### config.mk
export PLATFORM = sky130hd
export DESIGN_NAME = strm_engine
export DESIGN_NICKNAME = d
export VERILOG_FILES = /design/src/rtl/strm_pkg.sv /design/src/rtl/strm_index_step.sv /design/src/rtl/strm_flag_eval.sv /design/src/rtl/strm_delay.sv /design/src/rtl/strm_engine.sv
export SDC_FILE = /design/constraint.sdc
export NUM_CORES = 1
export LEC_CHECK = 0
export ABC_AREA = 1
export BUFFER_PORTS_ARGS = -buffer_cell sky130_fd_sc_hd__buf_2
export CORE_UTILIZATION = 56
export CTS_BUF_LIST = sky130_fd_sc_hd__clkbuf_8
export DETAILED_ROUTE_END_ITERATION = 8
export PLACE_DENSITY = 0.84
export SLEW_MARGIN = 20
export SYNTH_ARGS = -nofsm -noshare
export SYNTH_HDL_FRONTEND = slang
export SYNTH_SLANG_ARGS = --single-unit
### constraint.sdc
create_clock -name clk -period 2.6 [get_ports clk]
set_input_delay 0.26 -clock clk [delete_from_list [all_inputs] [get_ports clk]]
set_output_delay 0.26 -clock clk [all_outputs]
set_load 0.005 [all_outputs]
### src/rtl/strm_pkg.sv
package strm_pkg;
   typedef enum logic [2:0] {
      OP_COPY  = 3'd0,
      OP_CMP   = 3'd1,
      OP_SCAN  = 3'd2,
      OP_LOAD  = 3'd3,
      OP_STORE = 3'd4
   } strm_op_e;

   typedef enum logic [1:0] {
      REP_PLAIN    = 2'd0,
      REP_WHILE_EQ = 2'd1,
      REP_WHILE_NE = 2'd2,
      REP_PLAIN_B  = 2'd3
   } strm_rep_e;

   typedef enum logic [2:0] {
      ST_IDLE,
      ST_SETUP,
      ST_CHECK,
      ST_RD_A,
      ST_RD_B,
      ST_WR,
      ST_STEP,
      ST_DONE
   } strm_state_e;
endpackage

### src/rtl/strm_index_step.sv
module strm_index_step #(
   parameter int AW = 16
) (
   input  logic [AW-1:0] idx_i,
   input  logic          dir_down_i,
   input  logic          word_i,
   input  logic          advance_i,
   output logic [AW-1:0] idx_o
);
   localparam logic [AW-1:0] STEP_B = AW'(1);
   localparam logic [AW-1:0] STEP_W = AW'(2);

   logic [AW-1:0] stride;

   always_comb begin
      stride = word_i ? STEP_W : STEP_B;
      if (!advance_i)
         idx_o = idx_i;
      else if (dir_down_i)
         idx_o = idx_i - stride;
      else
         idx_o = idx_i + stride;
   end
endmodule

### src/rtl/strm_flag_eval.sv
module strm_flag_eval #(
   parameter int BYTE_W = 8
) (
   input  logic [2*BYTE_W-1:0] a_i,
   input  logic [2*BYTE_W-1:0] b_i,
   input  logic                word_i,
   output logic                zf_o,
   output logic                cf_o
);
   localparam int LANES = 2;

   logic [LANES-1:0] lane_eq;

   for (genvar g = 0; g < LANES; g++) begin : g_lane
      assign lane_eq[g] = (a_i[g*BYTE_W +: BYTE_W] == b_i[g*BYTE_W +: BYTE_W]);
   end

   always_comb begin
      zf_o = lane_eq[0] & (word_i ? lane_eq[1] : 1'b1);
      cf_o = word_i ? (a_i < b_i) : (a_i[BYTE_W-1:0] < b_i[BYTE_W-1:0]);
   end
endmodule

### src/rtl/strm_delay.sv
module strm_delay #(
   parameter int CYC = 3
) (
   input  logic clk,
   input  logic rst_n,
   input  logic load_i,
   input  logic run_i,
   output logic last_o
);
   localparam int DLY_W = (CYC < 2) ? 1 : $clog2(CYC);
   localparam logic [DLY_W-1:0] DLY_INIT = DLY_W'(CYC - 1);

   logic [DLY_W-1:0] dly_q;

   always_ff @(posedge clk or negedge rst_n) begin
      if (!rst_n)
         dly_q <= '0;
      else if (load_i)
         dly_q <= DLY_INIT;
      else if (run_i && dly_q != '0)
         dly_q <= dly_q - DLY_W'(1);
   end

   assign last_o = (dly_q == '0);
endmodule

### src/rtl/strm_engine.sv
module strm_engine
   import strm_pkg::*;
#(
   parameter int AW        = 16,
   parameter int CW        = 16,
   parameter int BYTE_W    = 8,
   parameter int SETUP_CYC = 3
) (
   input  logic                clk,
   input  logic                rst_n,
   input  logic                start,
   input  logic [2:0]          op_code,
   input  logic [1:0]          rep_mode,
   input  logic                dir_down,
   input  logic                elem_word,
   input  logic [AW-1:0]       src_in,
   input  logic [AW-1:0]       dst_in,
   input  logic [CW-1:0]       cnt_in,
   input  logic [2*BYTE_W-1:0] acc_in,
   output logic                mem_req,
   output logic                mem_we,
   output logic                mem_word,
   output logic [AW-1:0]       mem_addr,
   output logic [2*BYTE_W-1:0] mem_wdata,
   input  logic [2*BYTE_W-1:0] mem_rdata,
   input  logic                mem_ready,
   output logic                busy,
   output logic                done,
   output logic [AW-1:0]       src_out,
   output logic [AW-1:0]       dst_out,
   output logic [CW-1:0]       cnt_out,
   output logic [2*BYTE_W-1:0] acc_out,
   output logic                zf_out,
   output logic                cf_out
);
   localparam int DW = 2 * BYTE_W;

   if (SETUP_CYC < 1) begin : g_bad_setup
      $error("SETUP_CYC must be at least 1");
   end
   if (AW < 2) begin : g_bad_aw
      $error("AW must be at least 2");
   end
   if (CW < 1 || BYTE_W < 1) begin : g_bad_w
      $error("CW and BYTE_W must be positive");
   end

   strm_state_e   st_q;
   strm_op_e      op_q;
   strm_rep_e     mode_q;
   logic          valid_op_q;
   logic          dir_q, word_q, stop_q;
   logic [AW-1:0] src_q, dst_q, src_nx, dst_nx;
   logic [CW-1:0] cnt_q;
   logic [DW-1:0] acc_q, opa_q, rd_elem, acc_elem, cmp_a;
   logic          zf_q, cf_q, zf_nx, cf_nx;
   logic          dly_last, access_ok;
   logic          adv_src, adv_dst, is_test, stop_nx;

   // ---------------- setup delay ----------------
   strm_delay #(.CYC(SETUP_CYC)) u_delay (
      .clk    (clk),
      .rst_n  (rst_n),
      .load_i (st_q == ST_IDLE && start),
      .run_i  (st_q == ST_SETUP),
      .last_o (dly_last)
   );

   // ---------------- index advance ----------------
   always_comb begin
      adv_src = (op_q == OP_COPY) || (op_q == OP_CMP) || (op_q == OP_LOAD);
      adv_dst = (op_q == OP_COPY) || (op_q == OP_CMP) ||
                (op_q == OP_SCAN) || (op_q == OP_STORE);
   end

   strm_index_step #(.AW(AW)) u_src_step (
      .idx_i      (src_q),
      .dir_down_i (dir_q),
      .word_i     (word_q),
      .advance_i  (adv_src),
      .idx_o      (src_nx)
   );

   strm_index_step #(.AW(AW)) u_dst_step (
      .idx_i      (dst_q),
      .dir_down_i (dir_q),
      .word_i     (word_q),
      .advance_i  (adv_dst),
      .idx_o      (dst_nx)
   );

   // ---------------- element data and flags ----------------
   always_comb begin
      rd_elem  = word_q ? mem_rdata : {{BYTE_W{1'b0}}, mem_rdata[BYTE_W-1:0]};
      acc_elem = word_q ? acc_q     : {{BYTE_W{1'b0}}, acc_q[BYTE_W-1:0]};
      cmp_a    = (op_q == OP_SCAN) ? acc_elem : opa_q;
      is_test  = (op_q == OP_CMP) || (op_q == OP_SCAN);
      stop_nx  = is_test && (((mode_q == REP_WHILE_EQ) && !zf_q) ||
                             ((mode_q == REP_WHILE_NE) &&  zf_q));
   end

   strm_flag_eval #(.BYTE_W(BYTE_W)) u_flags (
      .a_i    (cmp_a),
      .b_i    (mem_rdata),
      .word_i (word_q),
      .zf_o   (zf_nx),
      .cf_o   (cf_nx)
   );

   assign access_ok = mem_ready;

   // ---------------- sequencer ----------------
   always_ff @(posedge clk or negedge rst_n) begin
      if (!rst_n) begin
         st_q       <= ST_IDLE;
         op_q       <= OP_COPY;
         mode_q     <= REP_PLAIN;
         valid_op_q <= 1'b0;
         dir_q      <= 1'b0;
         word_q     <= 1'b0;
         stop_q     <= 1'b0;
         src_q      <= '0;
         dst_q      <= '0;
         cnt_q      <= '0;
         acc_q      <= '0;
         opa_q      <= '0;
         zf_q       <= 1'b0;
         cf_q       <= 1'b0;
      end else begin
         case (st_q)
            ST_IDLE: begin
               if (start) begin
                  st_q       <= ST_SETUP;
                  op_q       <= strm_op_e'(op_code);
                  valid_op_q <= (op_code <= 3'd4);
                  mode_q     <= strm_rep_e'(rep_mode);
                  dir_q      <= dir_down;
                  word_q     <= elem_word;
                  src_q      <= src_in;
                  dst_q      <= dst_in;
                  cnt_q      <= cnt_in;
                  acc_q      <= acc_in;
                  stop_q     <= 1'b0;
                  zf_q       <= 1'b0;
                  cf_q       <= 1'b0;
               end
            end
            ST_SETUP: begin
               if (dly_last)
                  st_q <= ST_CHECK;
            end
            ST_CHECK: begin
               if (cnt_q == '0 || stop_q || !valid_op_q)
                  st_q <= ST_DONE;
               else begin
                  case (op_q)
                     OP_SCAN:  st_q <= ST_RD_B;
                     OP_STORE: st_q <= ST_WR;
                     default:  st_q <= ST_RD_A;
                  endcase
               end
            end
            ST_RD_A: begin
               if (access_ok) begin
                  opa_q <= rd_elem;
                  case (op_q)
                     OP_COPY: st_q <= ST_WR;
                     OP_CMP:  st_q <= ST_RD_B;
                     default: begin
                        acc_q <= word_q ? mem_rdata
                                        : {acc_q[DW-1:BYTE_W], mem_rdata[BYTE_W-1:0]};
                        st_q  <= ST_STEP;
                     end
                  endcase
               end
            end
            ST_RD_B: begin
               if (access_ok) begin
                  zf_q <= zf_nx;
                  cf_q <= cf_nx;
                  st_q <= ST_STEP;
               end
            end
            ST_WR: begin
               if (access_ok)
                  st_q <= ST_STEP;
            end
            ST_STEP: begin
               src_q  <= src_nx;
               dst_q  <= dst_nx;
               cnt_q  <= cnt_q - CW'(1);
               stop_q <= stop_nx;
               st_q   <= ST_CHECK;
            end
            ST_DONE: st_q <= ST_IDLE;
            default: st_q <= ST_IDLE;
         endcase
      end
   end

   // ---------------- memory port ----------------
   always_comb begin
      mem_req   = (st_q == ST_RD_A) || (st_q == ST_RD_B) || (st_q == ST_WR);
      mem_we    = (st_q == ST_WR);
      mem_word  = word_q;
      mem_addr  = (st_q == ST_RD_A) ? src_q : dst_q;
      mem_wdata = (op_q == OP_STORE) ? acc_elem : opa_q;
   end

   assign busy    = (st_q != ST_IDLE);
   assign done    = (st_q == ST_DONE);
   assign src_out = src_q;
   assign dst_out = dst_q;
   assign cnt_out = cnt_q;
   assign acc_out = acc_q;
   assign zf_out  = zf_q;
   assign cf_out  = cf_q;
endmodule

==> results.env <==
POSTSYNTH.ASYNCRESETSHARE_PCT=100.0
YOSYSWARNINGCOUNT=0
ROUTEDWLPERCELL_UM=13.57
INITIAL_ANTENNA_VIOLATION_COUNT=0
DRT_PASS1_ITERATIONS=5
FULL_DIE_AREA_UM2=14190
GRT.OVERFLOW.TOTAL=0
MAX_H_TREE_LEVEL=3
SLOWEST_DELAY_NS=0.46
ROUTE.DETAILED.VIAS_PER_INST=5.281
SYN-NUM-NETS=1333
LAYOUT-DRIVE-GT1-SHARE_PCT=17.71
SEQ_AREA_FRAC_SYNTH_PCT=31.27
ANTENNA_VIOLATING_NETS_POST_ROUTE=0
ROUTABILITYCONGESTION=0.8933
POST-ROUTE-PERIOD-UTIL_PCT=90.75
SETUP_VIOL=0
SYNTHTOLAYOUTAREAGROWTH_PCT=17.83
DIE_W_UM=119.1
FINISH.NET_COUNT=1517
CRITPATHCAPTURETYPE='output port'
CP.REQUIRED_NS=2.34
SYNTH_COMMONEST_CELLS='435 x nand2_1, 171 x inv_1, 114 x o21ai_0'
MAX_SLEW.WORST_PIN.SLEW_NS=0.6737
FINALCOREUTILIZATION_PCT=68.09
SYN_AREA_PER_CELL_UM2=6.456
CTS_MAX_PATH_BUFFERS=2
LARGEST_NET_DEGREE_AT_THE_START_OF_GLOBAL_ROUTING=53
HOLD_PATH_CLASS='input port to register'
YS_FF_LATCH=96
WORSTPATHARRIVAL_NS=2.10
MAX-VDD-IR-DROP_V=0.0007757
LAYOUT_FILLER_CELL_COUNT=1211
TIMING.FMAX_MHz=423.8
WORST_SLEW_MARGIN_PCT=55.04
SYNTH_TOP_CELLS_BY_AREA='dfrtp_1 31%, nand2_1 21%, inv_1 8.4%'
DRCVIOLATIONCOUNT=0
CRITICAL_PATH.CELL_CHAIN='inv_2, nand3_4, inv_2, buf_4, nand2_1, o21ai_0, buf_2'
DIE_HEIGHT_UM=119.1
CLOCK-SINKS=96
SYNTHDISTINCTLIBCELLS=41
TIMING.MAX_CAP.VIOLATIONS=0
SYNTH_TOP_CELL_AREA_SHARE_PCT=31.27
YOSYSMOSTFREQUENTCELL='nand2_1'
NUM_ANTENNA_CELLS=0
CTS.ROOT.BUFFER_CELL='clkbuf_8'
PLACEMENT_ROW_COUNT=42
DR_TOTAL_VIAS=8207
RSZ0062_AT_GRT='false'
WORSTSKEWPAIRLATENCY_NS=0.40
CP_SLOWEST_CELL='dfrtp_1'
PWR_DENSITY_CELL_nW_PER_UM2=1289
PATH_CLASS='register to output port'
STATUS='complete, no violations'
DETAILEDROUTE.FIRSTITERATIONVIOLATIONS=621
COUNT_OF_FLIP_FLOPS_WITH_A_BUILT_IN_ENABLE_AFTER_SYNTHESIS=0
YOSYS.AREA.TOP_TYPE='dfrtp_1'
FLOORPLAN.CORE_AREA_UM2=13300
POSTSYNTHCELLCOUNT=1190
MULTI_INPUT_AREA_UM2=4441
YS.FLOP_TYPE='dfrtp_1'
PLACE.PORT_BUFFERS=193
FINAL_SUM_OF_NEGATIVE_SETUP_SLACK_NS=0
FIN_CRIT_NS=2.360
WORST_PATH_DOMINANT_CELL_FAMILY='buffers and inverters'
GRT_PASS1_WL_UM=35020
CTS.REPORTEDPATHS.CLKPINSLEW_NS=0.10
INITIAL_UTILIZATION_PCT=57.78
GRT_PASS1_VIAS=7463
CTS_TREE='done'
TIMING_HOLD_VIOLATIONS_FINAL=0
ROUTE.FINAL.WIRE_LENGTH_UM=21090
WORST_CLOCK_SKEW_NS=0.02084
START_KIND='register'
FINAL-MAX-SLEW-VIOLATION-COUNT=0
GLOBALROUTETOTALUTIL_PCT=30.74
CTS_MADE_BUFFERS=9
CRIT_FANOUT=30
DP_HPWL_UM=16080
NUM_IO_PINS=194
SYNTHESIS.AREA_UM2=7682
WORSTPATHBUFFERINVERTERCOUNT=4
STATIC-LEAKAGE-POWER_nW=5.135
FF_LATCH_AREA_UM2=2402
CRITPATHMOSTFREQUENTCELL='inv_2'
TOTAL_POWER_OF_THE_FINAL_LAYOUT_mW=11.67
-- report_power, final --
group,leakage (nW),internal [mW],switching [mW]
Sequential,1.19,2.21,0.738
Clock,0.114,0.565,0.558
Combinational,3.83,2.90,4.71
Total,5.13,5.67,6.00
-- worst paths after layout --
path                                     start                 endpoint  slack, ns  cells after the start
max                        st_q[2]$_DFFE_PN0P_              mem_addr[6]       0.24                      7
min                                rep_mode[0]    mode_q[0]$_DFFE_PN0P_       0.06                      3
max reg2reg                  dir_q$_DFFE_PN0P_   src_out[8]$_DFFE_PN0P_       0.40                     10
min reg2reg                 stop_q$_DFFE_PN0P_       stop_q$_DFFE_PN0P_       0.51                      1
max in group asynchronous                rst_n   dst_out[5]$_DFFE_PN0P_       1.53                      3
min in group asynchronous                rst_n  acc_out[12]$_DFFE_PN0P_       0.41                      2
-- worst reg2reg max path: cells and delay by family, from the launching register on --
family	cells	cell delay [ns]
compound gates	1	0.10
buf+inv	1	0.09
simple gates	7	0.87
flops	1	0.61
fa+ha+maj	1	0.48
-- metal layers --
| layer | part of all wire [%] | vias up | global-route usage [%] |
|---|---|---|---|
| met2 | 45 | 292 | 50.25 |
| met4 | 2.1 | 0 | 10.28 |
| met5 | 0 | - | 0 |
| li1 | - | 4153 | - |
| met1 | 46 | 3729 | 42.19 |
| met3 | 6.5 | 33 | 3.640 |
-- state kept, by name (all words and copies together), names as in the netlist --
signal / flops
acc_out: 16
cf_out: 1
cnt_out: 16
dir_q: 1
dst_out: 16
mem_word: 1
mode_q: 2
op_q: 3
opa_q: 16
src_out: 16
st_q: 3
stop_q: 1
u_delay.dly_q: 2
valid_op_q: 1
zf_out: 1
-- repair_timing --
item                                   in CTS  in global routing
setup buffers                               0                  0
gates resized for setup                     0                  0
hold buffers                                1                  0
endpoints found under the hold margin      41                  0
-- layout make-up --
| cell class | count | share of cell area [%] |
|---|---|---|
| Multi-Input combinational cell | 880 | 49.05 |
| Sequential cell | 96 | 26.54 |
| Timing Repair Buffer | 208 | 12.11 |
| Inverter | 179 | 7.450 |
| Tap cell | 176 | 2.433 |
| Clock buffer | 10 | 1.520 |
| Clock inverter | 5 | 0.8984 |
-- per-stage QoR --
stage	cell area [um2]	hold WS (ns)	cells	worst slack [ns]
floorplan	7682	-0.03559	1190	0.2616
global placement	8823	0.3027	1538	0.5212
detailed placement	8823	0.3053	1538	0.4671
CTS	9052	0.04676	1554	0.2521
global route	9052	0.08946	1554	0.1210
finish	9052	0.05824	1554	0.2405
-- placed cells by master (no fill, tap or decap), types with 2 or more instances in the layout --
cell type  count
nor2_1        63
xnor2_1        4
ha_1          50
buf_4         14
xor2_1        10
nand2_1      435
nand4_1        8
dfrtp_1       96
fa_1           2
nand3_1       72
o21a_1        18
nor3_1        11
o211ai_1      16
o21ai_0      114
or2_2          5
o22ai_1        5
a32oi_1        2
nand3b_1       4
bufinv_16      2
buf_2        192
a21oi_1       36
inv_1        172
o21ai_1        8
nand2_2        4
clkbuf_8      10
inv_2          6
-- cell families after synthesis --
logic type      Yosys count  synth area share (%)
compound gates          206                 15.26
simple gates            608                 32.28
buf+inv                 214                 10.93
fa+ha+maj                52                 8.665
xor+xnor                 14                 1.596
flops                    96                 31.27
Power figures use the tool's default switching activity.
